===== config.mk =====
export PLATFORM = sky130hd
export DESIGN_NAME = tx_bd_ring_engine
export DESIGN_NICKNAME = d
export VERILOG_FILES = /design/src/rtl/txr_pkg.sv /design/src/rtl/txr_regs.sv /design/src/rtl/txr_len_cap.sv /design/src/rtl/txr_byte_lane.sv /design/src/rtl/txr_walker.sv /design/src/rtl/tx_bd_ring_engine.sv
export SDC_FILE = /design/constraint.sdc
export NUM_CORES = 1
export LEC_CHECK = 0
export CAP_MARGIN = 20
export CORE_UTILIZATION = 40
export DETAILED_ROUTE_END_ITERATION = 8
export GPL_ROUTABILITY_DRIVEN = 0
export GPL_TIMING_DRIVEN = 0
export PLACE_DENSITY = 0.73
export SYNTH_ARGS = -nofsm -noshare
export SYNTH_HDL_FRONTEND = slang
export SYNTH_SLANG_ARGS = --single-unit

===== constraint.sdc =====
create_clock -name clk -period 7.65 [get_ports clk]
set_input_delay 1.53 -clock clk [delete_from_list [all_inputs] [get_ports clk]]
set_output_delay 1.53 -clock clk [all_outputs]
set_load 0.1 [all_outputs]

===== src/rtl/txr_pkg.sv =====
// Shared constants and types for the transmit descriptor ring walker.
// Assumes flag positions and register selects are fixed for the whole chip.
package txr_pkg;

    localparam int FLAG_READY  = 15;
    localparam int FLAG_WRAP   = 13;
    localparam int FLAG_LAST   = 11;
    localparam int CTRL_ENABLE = 1;

    localparam logic [1:0] RSEL_CTRL   = 2'd0;
    localparam logic [1:0] RSEL_BASE   = 2'd1;
    localparam logic [1:0] RSEL_DEMAND = 2'd2;

    typedef enum logic [3:0] {
        WS_IDLE,
        WS_D0_REQ,
        WS_D0_WAIT,
        WS_D1_REQ,
        WS_D1_WAIT,
        WS_CAP,
        WS_DAT_REQ,
        WS_DAT_WAIT,
        WS_STREAM,
        WS_WB
    } walk_state_e;

endpackage


===== src/rtl/txr_regs.sv =====
// Software-visible registers: control enable, ring base and the kick strobe.
// Also holds the current descriptor pointer. Assumes the walker advances
// the pointer only while it runs and that the base is written only when idle.
module txr_regs #(
    parameter int ADDR_W = 32
) (
    input  logic              clk,
    input  logic              rst_n,
    input  logic              reg_we,
    input  logic [1:0]        reg_addr,
    input  logic [31:0]       reg_wdata,
    output logic [31:0]       reg_rdata,
    input  logic              adv_valid,
    input  logic [ADDR_W-1:0] adv_ptr,
    output logic              demand,
    output logic [ADDR_W-1:0] base,
    output logic [ADDR_W-1:0] cur_ptr
);
    import txr_pkg::*;

    logic enable;
    logic unused_wbit;

    assign unused_wbit = reg_wdata[0];

    // Control register: only the enable bit is kept.
    always_ff @(posedge clk) begin
        if (!rst_n) begin
            enable <= 1'b0;
        end else if (reg_we && reg_addr == RSEL_CTRL) begin
            enable <= reg_wdata[CTRL_ENABLE];
        end
    end

    // Ring base register, word aligned.
    always_ff @(posedge clk) begin
        if (!rst_n) begin
            base <= '0;
        end else if (reg_we && reg_addr == RSEL_BASE) begin
            base <= {reg_wdata[ADDR_W-1:2], 2'b00};
        end
    end

    // Current descriptor pointer: a base write reloads it, the walker advances it.
    always_ff @(posedge clk) begin
        if (!rst_n) begin
            cur_ptr <= '0;
        end else if (reg_we && reg_addr == RSEL_BASE) begin
            cur_ptr <= {reg_wdata[ADDR_W-1:2], 2'b00};
        end else if (adv_valid) begin
            cur_ptr <= adv_ptr;
        end
    end

    // Kick strobe, gated by the enable bit.
    always_comb begin
        demand = reg_we && (reg_addr == RSEL_DEMAND) && enable;
    end

    // Read mux; the kick register and the spare select read as zero.
    always_comb begin
        reg_rdata = '0;
        case (reg_addr)
            RSEL_CTRL: reg_rdata[CTRL_ENABLE] = enable;
            RSEL_BASE: reg_rdata[ADDR_W-1:0]  = base;
            default:   reg_rdata = '0;
        endcase
    end

endmodule


===== src/rtl/txr_len_cap.sv =====
// Frame ceiling arithmetic: how many bytes of a buffer still fit in the
// current frame. Assumes frame_bytes never exceeds MAX_FRAME.
module txr_len_cap #(
    parameter int MAX_FRAME = 2032,
    parameter int CW        = $clog2(MAX_FRAME + 1)
) (
    input  logic [CW-1:0] frame_bytes,
    input  logic [15:0]   buf_len,
    output logic [CW-1:0] eff_len,
    output logic          cut
);
    logic [CW-1:0] room;

    // Compare the requested length with the space left and clip it.
    always_comb begin
        room    = CW'(MAX_FRAME) - frame_bytes;
        cut     = {1'b0, buf_len} > 17'(room);
        eff_len = cut ? room : buf_len[CW-1:0];
    end

endmodule


===== src/rtl/txr_byte_lane.sv =====
// Picks one byte out of a big-endian memory word by the address low bits.
// Assumes lane 0 is the most significant byte.
module txr_byte_lane (
    input  logic [31:0] word_i,
    input  logic [1:0]  lane_i,
    output logic [7:0]  byte_o
);
    // Big-endian lane select.
    always_comb begin
        case (lane_i)
            2'd0:    byte_o = word_i[31:24];
            2'd1:    byte_o = word_i[23:16];
            2'd2:    byte_o = word_i[15:8];
            default: byte_o = word_i[7:0];
        endcase
    end

endmodule


===== src/rtl/txr_walker.sv =====
// Descriptor sequencer: fetches both descriptor words, clips the length to
// the frame ceiling, reads the buffer word by word, streams the bytes,
// writes the descriptor back and advances. Assumes one outstanding memory
// request, one rvalid per accepted read, and a stable cur_ptr while busy.
module txr_walker #(
    parameter int ADDR_W    = 32,
    parameter int MAX_FRAME = 2032
) (
    input  logic              clk,
    input  logic              rst_n,
    input  logic              demand,
    input  logic [ADDR_W-1:0] cur_ptr,
    input  logic [ADDR_W-1:0] base,
    output logic              adv_valid,
    output logic [ADDR_W-1:0] adv_ptr,
    output logic              mem_req,
    output logic              mem_we,
    output logic [ADDR_W-3:0] mem_addr,
    output logic [31:0]       mem_wdata,
    input  logic              mem_ready,
    input  logic              mem_rvalid,
    input  logic [31:0]       mem_rdata,
    output logic              tx_valid,
    output logic [7:0]        tx_data,
    output logic              tx_last,
    input  logic              tx_ready,
    output logic              evt_tx_buf,
    output logic              evt_tx_frame,
    output logic              evt_tx_babble
);
    import txr_pkg::*;

    localparam int CW = $clog2(MAX_FRAME + 1);
    localparam int WW = ADDR_W - 2;

    walk_state_e       state;
    logic [15:0]       flags;
    logic [15:0]       blen;
    logic [ADDR_W-1:0] buf_ptr;
    logic [CW-1:0]     remain;
    logic [CW-1:0]     frame_bytes;
    logic [31:0]       data_word;
    logic              cut_r;
    logic [CW-1:0]     eff_len;
    logic              cut;
    logic [15:0]       wb_flags;

    txr_len_cap #(.MAX_FRAME(MAX_FRAME), .CW(CW)) u_cap (
        .frame_bytes(frame_bytes),
        .buf_len    (blen),
        .eff_len    (eff_len),
        .cut        (cut)
    );

    txr_byte_lane u_lane (
        .word_i(data_word),
        .lane_i(buf_ptr[1:0]),
        .byte_o(tx_data)
    );

    // Main sequencer and its datapath registers.
    always_ff @(posedge clk) begin
        if (!rst_n) begin
            state       <= WS_IDLE;
            flags       <= '0;
            blen        <= '0;
            buf_ptr     <= '0;
            remain      <= '0;
            frame_bytes <= '0;
            data_word   <= '0;
            cut_r       <= 1'b0;
        end else begin
            case (state)
                WS_IDLE: begin
                    if (demand) state <= WS_D0_REQ;
                end
                WS_D0_REQ: begin
                    if (mem_ready) state <= WS_D0_WAIT;
                end
                WS_D0_WAIT: begin
                    if (mem_rvalid) begin
                        flags <= mem_rdata[31:16];
                        blen  <= mem_rdata[15:0];
                        state <= mem_rdata[16 + FLAG_READY] ? WS_D1_REQ : WS_IDLE;
                    end
                end
                WS_D1_REQ: begin
                    if (mem_ready) state <= WS_D1_WAIT;
                end
                WS_D1_WAIT: begin
                    if (mem_rvalid) begin
                        buf_ptr <= mem_rdata[ADDR_W-1:0];
                        state   <= WS_CAP;
                    end
                end
                WS_CAP: begin
                    remain      <= eff_len;
                    cut_r       <= cut;
                    frame_bytes <= frame_bytes + eff_len;
                    state       <= (eff_len == '0) ? WS_WB : WS_DAT_REQ;
                end
                WS_DAT_REQ: begin
                    if (mem_ready) state <= WS_DAT_WAIT;
                end
                WS_DAT_WAIT: begin
                    if (mem_rvalid) begin
                        data_word <= mem_rdata;
                        state     <= WS_STREAM;
                    end
                end
                WS_STREAM: begin
                    if (tx_ready) begin
                        buf_ptr <= buf_ptr + ADDR_W'(1);
                        remain  <= remain - CW'(1);
                        if (remain == CW'(1)) begin
                            state <= WS_WB;
                        end else if (buf_ptr[1:0] == 2'd3) begin
                            state <= WS_DAT_REQ;
                        end
                    end
                end
                WS_WB: begin
                    if (mem_ready) begin
                        if (flags[FLAG_LAST]) frame_bytes <= '0;
                        state <= WS_D0_REQ;
                    end
                end
                default: state <= WS_IDLE;
            endcase
        end
    end

    // Event pulses, one cycle after the write-back is accepted.
    always_ff @(posedge clk) begin
        if (!rst_n) begin
            evt_tx_buf    <= 1'b0;
            evt_tx_frame  <= 1'b0;
            evt_tx_babble <= 1'b0;
        end else begin
            evt_tx_buf    <= adv_valid;
            evt_tx_frame  <= adv_valid && flags[FLAG_LAST];
            evt_tx_babble <= adv_valid && cut_r;
        end
    end

    // Write-back flags: ready cleared, everything else kept.
    always_comb begin
        wb_flags             = flags;
        wb_flags[FLAG_READY] = 1'b0;
    end

    // Memory request decode.
    always_comb begin
        mem_req   = (state == WS_D0_REQ) || (state == WS_D1_REQ) ||
                    (state == WS_DAT_REQ) || (state == WS_WB);
        mem_we    = (state == WS_WB);
        mem_wdata = {wb_flags, blen};
        case (state)
            WS_D0_REQ, WS_WB: mem_addr = cur_ptr[ADDR_W-1:2];
            WS_D1_REQ:        mem_addr = cur_ptr[ADDR_W-1:2] + WW'(1);
            WS_DAT_REQ:       mem_addr = buf_ptr[ADDR_W-1:2];
            default:          mem_addr = '0;
        endcase
    end

    // Stream outputs and pointer advance.
    always_comb begin
        tx_valid  = (state == WS_STREAM);
        tx_last   = (state == WS_STREAM) && flags[FLAG_LAST] && (remain == CW'(1));
        adv_valid = (state == WS_WB) && mem_ready;
        adv_ptr   = flags[FLAG_WRAP] ? base : cur_ptr + ADDR_W'(8);
    end

endmodule


===== src/rtl/tx_bd_ring_engine.sv =====
// Top of the transmit descriptor ring walker: register block plus sequencer.
// Assumes a memory that accepts one request at a time on mem_ready and
// returns read data later with a single mem_rvalid.
module tx_bd_ring_engine #(
    parameter int ADDR_W    = 32,
    parameter int MAX_FRAME = 2032
) (
    input  logic              clk,
    input  logic              rst_n,
    input  logic              reg_we,
    input  logic [1:0]        reg_addr,
    input  logic [31:0]       reg_wdata,
    output logic [31:0]       reg_rdata,
    output logic              mem_req,
    output logic              mem_we,
    output logic [ADDR_W-3:0] mem_addr,
    output logic [31:0]       mem_wdata,
    input  logic              mem_ready,
    input  logic              mem_rvalid,
    input  logic [31:0]       mem_rdata,
    output logic              tx_valid,
    output logic [7:0]        tx_data,
    output logic              tx_last,
    input  logic              tx_ready,
    output logic              evt_tx_buf,
    output logic              evt_tx_frame,
    output logic              evt_tx_babble
);
    logic              demand;
    logic              adv_valid;
    logic [ADDR_W-1:0] adv_ptr;
    logic [ADDR_W-1:0] base;
    logic [ADDR_W-1:0] cur_ptr;

    txr_regs #(.ADDR_W(ADDR_W)) u_regs (
        .clk      (clk),
        .rst_n    (rst_n),
        .reg_we   (reg_we),
        .reg_addr (reg_addr),
        .reg_wdata(reg_wdata),
        .reg_rdata(reg_rdata),
        .adv_valid(adv_valid),
        .adv_ptr  (adv_ptr),
        .demand   (demand),
        .base     (base),
        .cur_ptr  (cur_ptr)
    );

    txr_walker #(.ADDR_W(ADDR_W), .MAX_FRAME(MAX_FRAME)) u_walk (
        .clk          (clk),
        .rst_n        (rst_n),
        .demand       (demand),
        .cur_ptr      (cur_ptr),
        .base         (base),
        .adv_valid    (adv_valid),
        .adv_ptr      (adv_ptr),
        .mem_req      (mem_req),
        .mem_we       (mem_we),
        .mem_addr     (mem_addr),
        .mem_wdata    (mem_wdata),
        .mem_ready    (mem_ready),
        .mem_rvalid   (mem_rvalid),
        .mem_rdata    (mem_rdata),
        .tx_valid     (tx_valid),
        .tx_data      (tx_data),
        .tx_last      (tx_last),
        .tx_ready     (tx_ready),
        .evt_tx_buf   (evt_tx_buf),
        .evt_tx_frame (evt_tx_frame),
        .evt_tx_babble(evt_tx_babble)
    );

endmodule


# == Word-level counts from Yosys, hierarchy flattened ==
# Cells that the tools add are included.
# word_totals
reg_bits,188
in_bits,72
output_inout_bits,109
elab_cells,107
# op_classes
n_addsub,6
magnitude_cmp,1
eq_ne,26
mux,30
bitwise,1
reduce_logical,28
# op_table
cell,n
$mux 32,5
$pmux 30 s3,1
$pmux 32 s2,1
$mux 4,12
$mux 11,4
$pmux 11 s2,2
$pmux 4 s10,1
$add 32x1->32 const B,1
$add 32x4->32 const B,1
$add 30x1->30 const B,1
$mux 30,1
$pmux 8 s3,1
$eq 4x3->1 const B,4
$gt 16x11->1,1
$ne 2x2->1 const B,7
$add 11x11->11,1
$eq 11x1->1 const B,1
$logic_not 11->1,1
$sub 11x1->11 const B,1
$sub 11x11->11 const A,1
$reduce_and 10->1,1
$logic_and 1x1->1,9
$eq 4x2->1 const B,2
$eq 4x4->1 const B,2
15 further kinds,30

# == Longest topological paths before layout ==
# depth
depth_word,6
depth_mapped,26
mapped_depth_nobuf,26

# == Modules after synthesis ==
# Synthesis repeated with hierarchy kept, for this count alone.
# hier_totals
cells_unflattened,1547
area_unflattened_um2,11902.7
# by_module_without_submodules
mod,instances,cells_each,area_each_um2,seq_area_each_um2
txr_walker,1,1139,7932.6,2502.4
txr_regs,1,322,3173.0,1261.2
txr_len_cap,1,76,600.6,0.0
txr_byte_lane,1,10,196.4,0.0

# == Worst setup path after synthesis ==
# No wires, ideal clock.
# synth_path
path_kind,flip-flop to output port
start,register u_regs.cur_ptr[7]
end,output port mem_addr[25]
arrival_time_ns,5.105
t_required_ns,6.120
slack_ns,1.015
path_stages_with_launch,9
path_buffers,1
path_cell_list,dfxtp_1 and3_1 buf_4 nand3_2 nor4_4 nand4_1 nor2_2 nand2_1 o311ai_0
# synth_between
elab_chain_len,2
# synth_rtl
item,line,source
from (decl),txr_regs.sv:17,output logic [ADDR_W-1:0] cur_ptr
from (signal assigned),txr_regs.sv:49,"cur_ptr <= {reg_wdata[ADDR_W-1:2], 2'b00};"
from (signal assigned),txr_regs.sv:51,cur_ptr <= adv_ptr;
$add 30x1->30,txr_walker.sv:160,WS_D1_REQ: mem_addr = cur_ptr[ADDR_W-1:2] + WW'(1);
$pmux 30 s3,txr_walker.sv:158,case (state)
to (decl),tx_bd_ring_engine.sv:16,"output logic [ADDR_W-3:0] mem_addr,"
# No other way between the ends.

# == Final worst setup path ==
# layout_path
start,register u_regs.cur_ptr[6]
end,output port mem_addr[18]
# The elaborated chain is that of the path after synthesis.

==> results.yml <==
setup_path:
  path_max_fanout: 10
  cp-end-kind: "output port"
  start_kind: "flip-flop"
  critPathRequiredTime_ns: 6.12
  arrival_ns: 4.33
  crit_type: "flip-flop to output port"
logic_synthesis:
  synth_top_area_share_pct: 32.5
  synth-edff-count: 0
  synth-main-ff-cell: "dfxtp_1"
  yosys-top-cells-area: "dfxtp_1, nand2_1, a21boi_0"
  ys.warnings.count: 0
  yosysSeqAreaShare_pct: 32.5
  netlist_area_mm2: 0.0115
  syn_inst: 1556
  async_flop_share_pct: 0
  yosysTopAreaCell: "dfxtp_1"
  ys_types: 69
  syn_avg_cell_area_um2: 7.36
  synth_seq_cells: 186
cts:
  cts_resized: 0
  post_cts_buffers: 0
  cts_buffers: 17
  cts-root-buf: "clkbuf_16"
  clk-insertion-delay-late_ns: 0.45
  cts_buffer_depth: 2
  cts_tree: "yes"
  cts.clk_slew.worst_paths_ns: 0.07
  htreeDepth: 4
  cts_hold_buf: 0
  cts.sinks: 186
sta:
  fin_crit_ns: 5.86
  clock.fmax_ghz: 0.171
  slew_headroom_pct: 31.4
  min_period_over_period_pct: 76.6
  fin_setup_tns_ns: 0
  tightest_slew_ns: 1.03
  clock_skew_ns: 0.0128
  grt_setup_unrepaired: "false"
  hold_slack_ns: 0.461
  hold_viol: 0
  drv_slew: 0
  finalSetupViolCount: 0
pwr:
  power_density_mw_per_mm2: 228
  p_leak_nw: 4.97
  power.internal_mw: 1.88
  p_sw_mw: 1.39
  swShare_pct: 42.5
  clock_power_share_pct: 27.5
  seqPwrFrac_pct: 35.8
  comb_power_share_pct: 36.7
  finalPower_mw: 3.26
  ir_drop_mv: 0.173
finish:
  drive_gt1_share_pct: 4.47
  final_nets: 1856
  final_util_pct: 51.0
  fin_cells: 2145
  final_cell_mix: "nand2_1, dfxtp_1, clkdlybuf4s50_1"
  diodes: 0
  synthToLayoutAreaGrowth_pct: 24.7
  final_common_cell: "nand2_1"
routing:
  ant_nets: 0
  drt_drc_violations_left: 0
  routed_wl_um: 42400
  avgRoutedWirePerCell_um: 19.8
  drt_iter0_markers: 1737
  drt_pass1_iterations: 7
  vias: 12800
  via_per_inst: 5.96
global_routing:
  grt_overflow: 0
  antenna_found_initial: 0
  grt_pass1_wl_um: 64000
  grt_pass1_vias: 11700
  grt_max_degree: 20
  track_usage_pct: 28.4
placement:
  port_buffers: 176
  place_inst: 2112
  dp_hpwl_um: 32300
floorplan:
  initial_utilization_pct: 40.9
  fp.dieW_um: 171
  die-area_mm2: 0.0293
  rows: 61
  core_mm2: 0.0280
  fp.dieH_um: 171
  ios: 181
run_status:
  outcome: "completed"
worst_hold_path:
  hp-class: "flip-flop to flip-flop"
job:
  maxCapViolations: 0
[final cells by class]
class,count,area [um^2]
Fill cell,2755,13700
Multi-Input combinational cell,1204,7080
Sequential cell,186,3720
Timing Repair Buffer,178,1770
Buffer,124,492
Tap cell,378,473
Clock buffer,18,429
Inverter,43,161
Clock inverter,14,151
[power by group through the flow]
stage | Sequential [mW] | Combinational [mW] | Clock (mW)
after floorplan | 1.27 | 0.728 | 0
after global placement | 1.18 | 1.15 | 0
after detailed placement | 1.18 | 1.17 | 0
after CTS | 1.16 | 1.17 | 0.903
after global routing | 1.18 | 1.28 | 0.947
final | 1.17 | 1.20 | 0.898
[synth_stat cells, types with 6 or more instances]
master,number
nand2_1,300
dfxtp_1,186
nor2_1,119
a21boi_0,113
clkbuf_1,111
o21ai_0,111
a21oi_1,108
and2_1,49
nand3_1,42
inv_1,41
ha_1,29
and3_1,24
nor3_1,24
a31oi_1,23
a22oi_1,19
mux2i_1,17
o221a_2,15
nand4_1,14
nor2b_1,13
o221ai_1,12
o311ai_0,12
xor2_1,10
a221o_1,9
a222oi_1,9
nand3b_1,9
a41oi_1,7
and4_1,7
nor4_1,7
or3_1,7
xnor2_1,7
a21o_1,6
buf_2,6
o211ai_1,6
o22ai_1,6
[worst max-delay path, stage by stage, from the launching register on]
cell and delay, ns:
dfxtp_1 0.34, clkbuf_1 0.36, nand3_1 0.17, nor3_1 0.62
nand2_1 0.22, nor2_1 0.32, nand2_1 0.17, o311ai_0 0.44
clkdlybuf4s50_1 1.23
[cell families (layout without fill, tap and decap cells)]
logic type,after synthesis,count (layout),synth area share (%)
AND/OR/NAND/NOR,638,638,26.0
AO/OA/AOI/OAI,493,493,28.7
flip-flops,186,186,32.5
buffers and inverters,167,377,5.70
adder cells (fa/ha/maj),30,30,3.34
multiplexers,23,23,2.17
XOR/XNOR,18,18,1.51
other,1,2,0.0327
[path summary, 6_finish.rpt]
kind,from,to,slack [ns],depth (start not counted)
worst min register to register,u_walk.data_word[0],u_walk.data_word[0],0.46,2
worst max-delay path,u_regs.cur_ptr[6],mem_addr[18],1.79,8
worst min-delay path,u_walk.data_word[0],u_walk.data_word[0],0.46,2
worst max register to register,u_walk.frame_bytes[1],u_walk.frame_bytes[10],2.13,26
[registers in the layout, indices dropped and copies added (netlist names)]
name and cells:
u_walk.evt_tx_babble 1, u_walk.blen 16, u_walk.cut_r 1, u_walk.buf_ptr 32, u_regs.enable 1, u_regs.cur_ptr 30
u_walk.data_word 32, u_regs.base 30, u_walk.evt_tx_frame 1, u_walk.remain 11, u_walk.evt_tx_buf 1, u_walk.state 4
u_walk.flags 15, u_walk.frame_bytes 11
[layer usage]
metal	wire [um]	vias up	track usage (%)
li1	-	5935	-
met1	17400	5983	37.6
met2	18900	738	44.1
met3	4050	133	5.04
met4	2010	0	14.4
met5	0	-	0
[per-stage QoR]
step           instance area [um^2]  worst slack, ns
2_1_floorplan                 11500             1.01
3_3_place_gp                  13700             1.86
3_5_place_dp                  13700             1.85
4_1_cts                       14300             1.81
5_1_grt                       14300             1.54
6_report                      14300             1.79
Note: power is estimated with default switching activity, not from simulation.
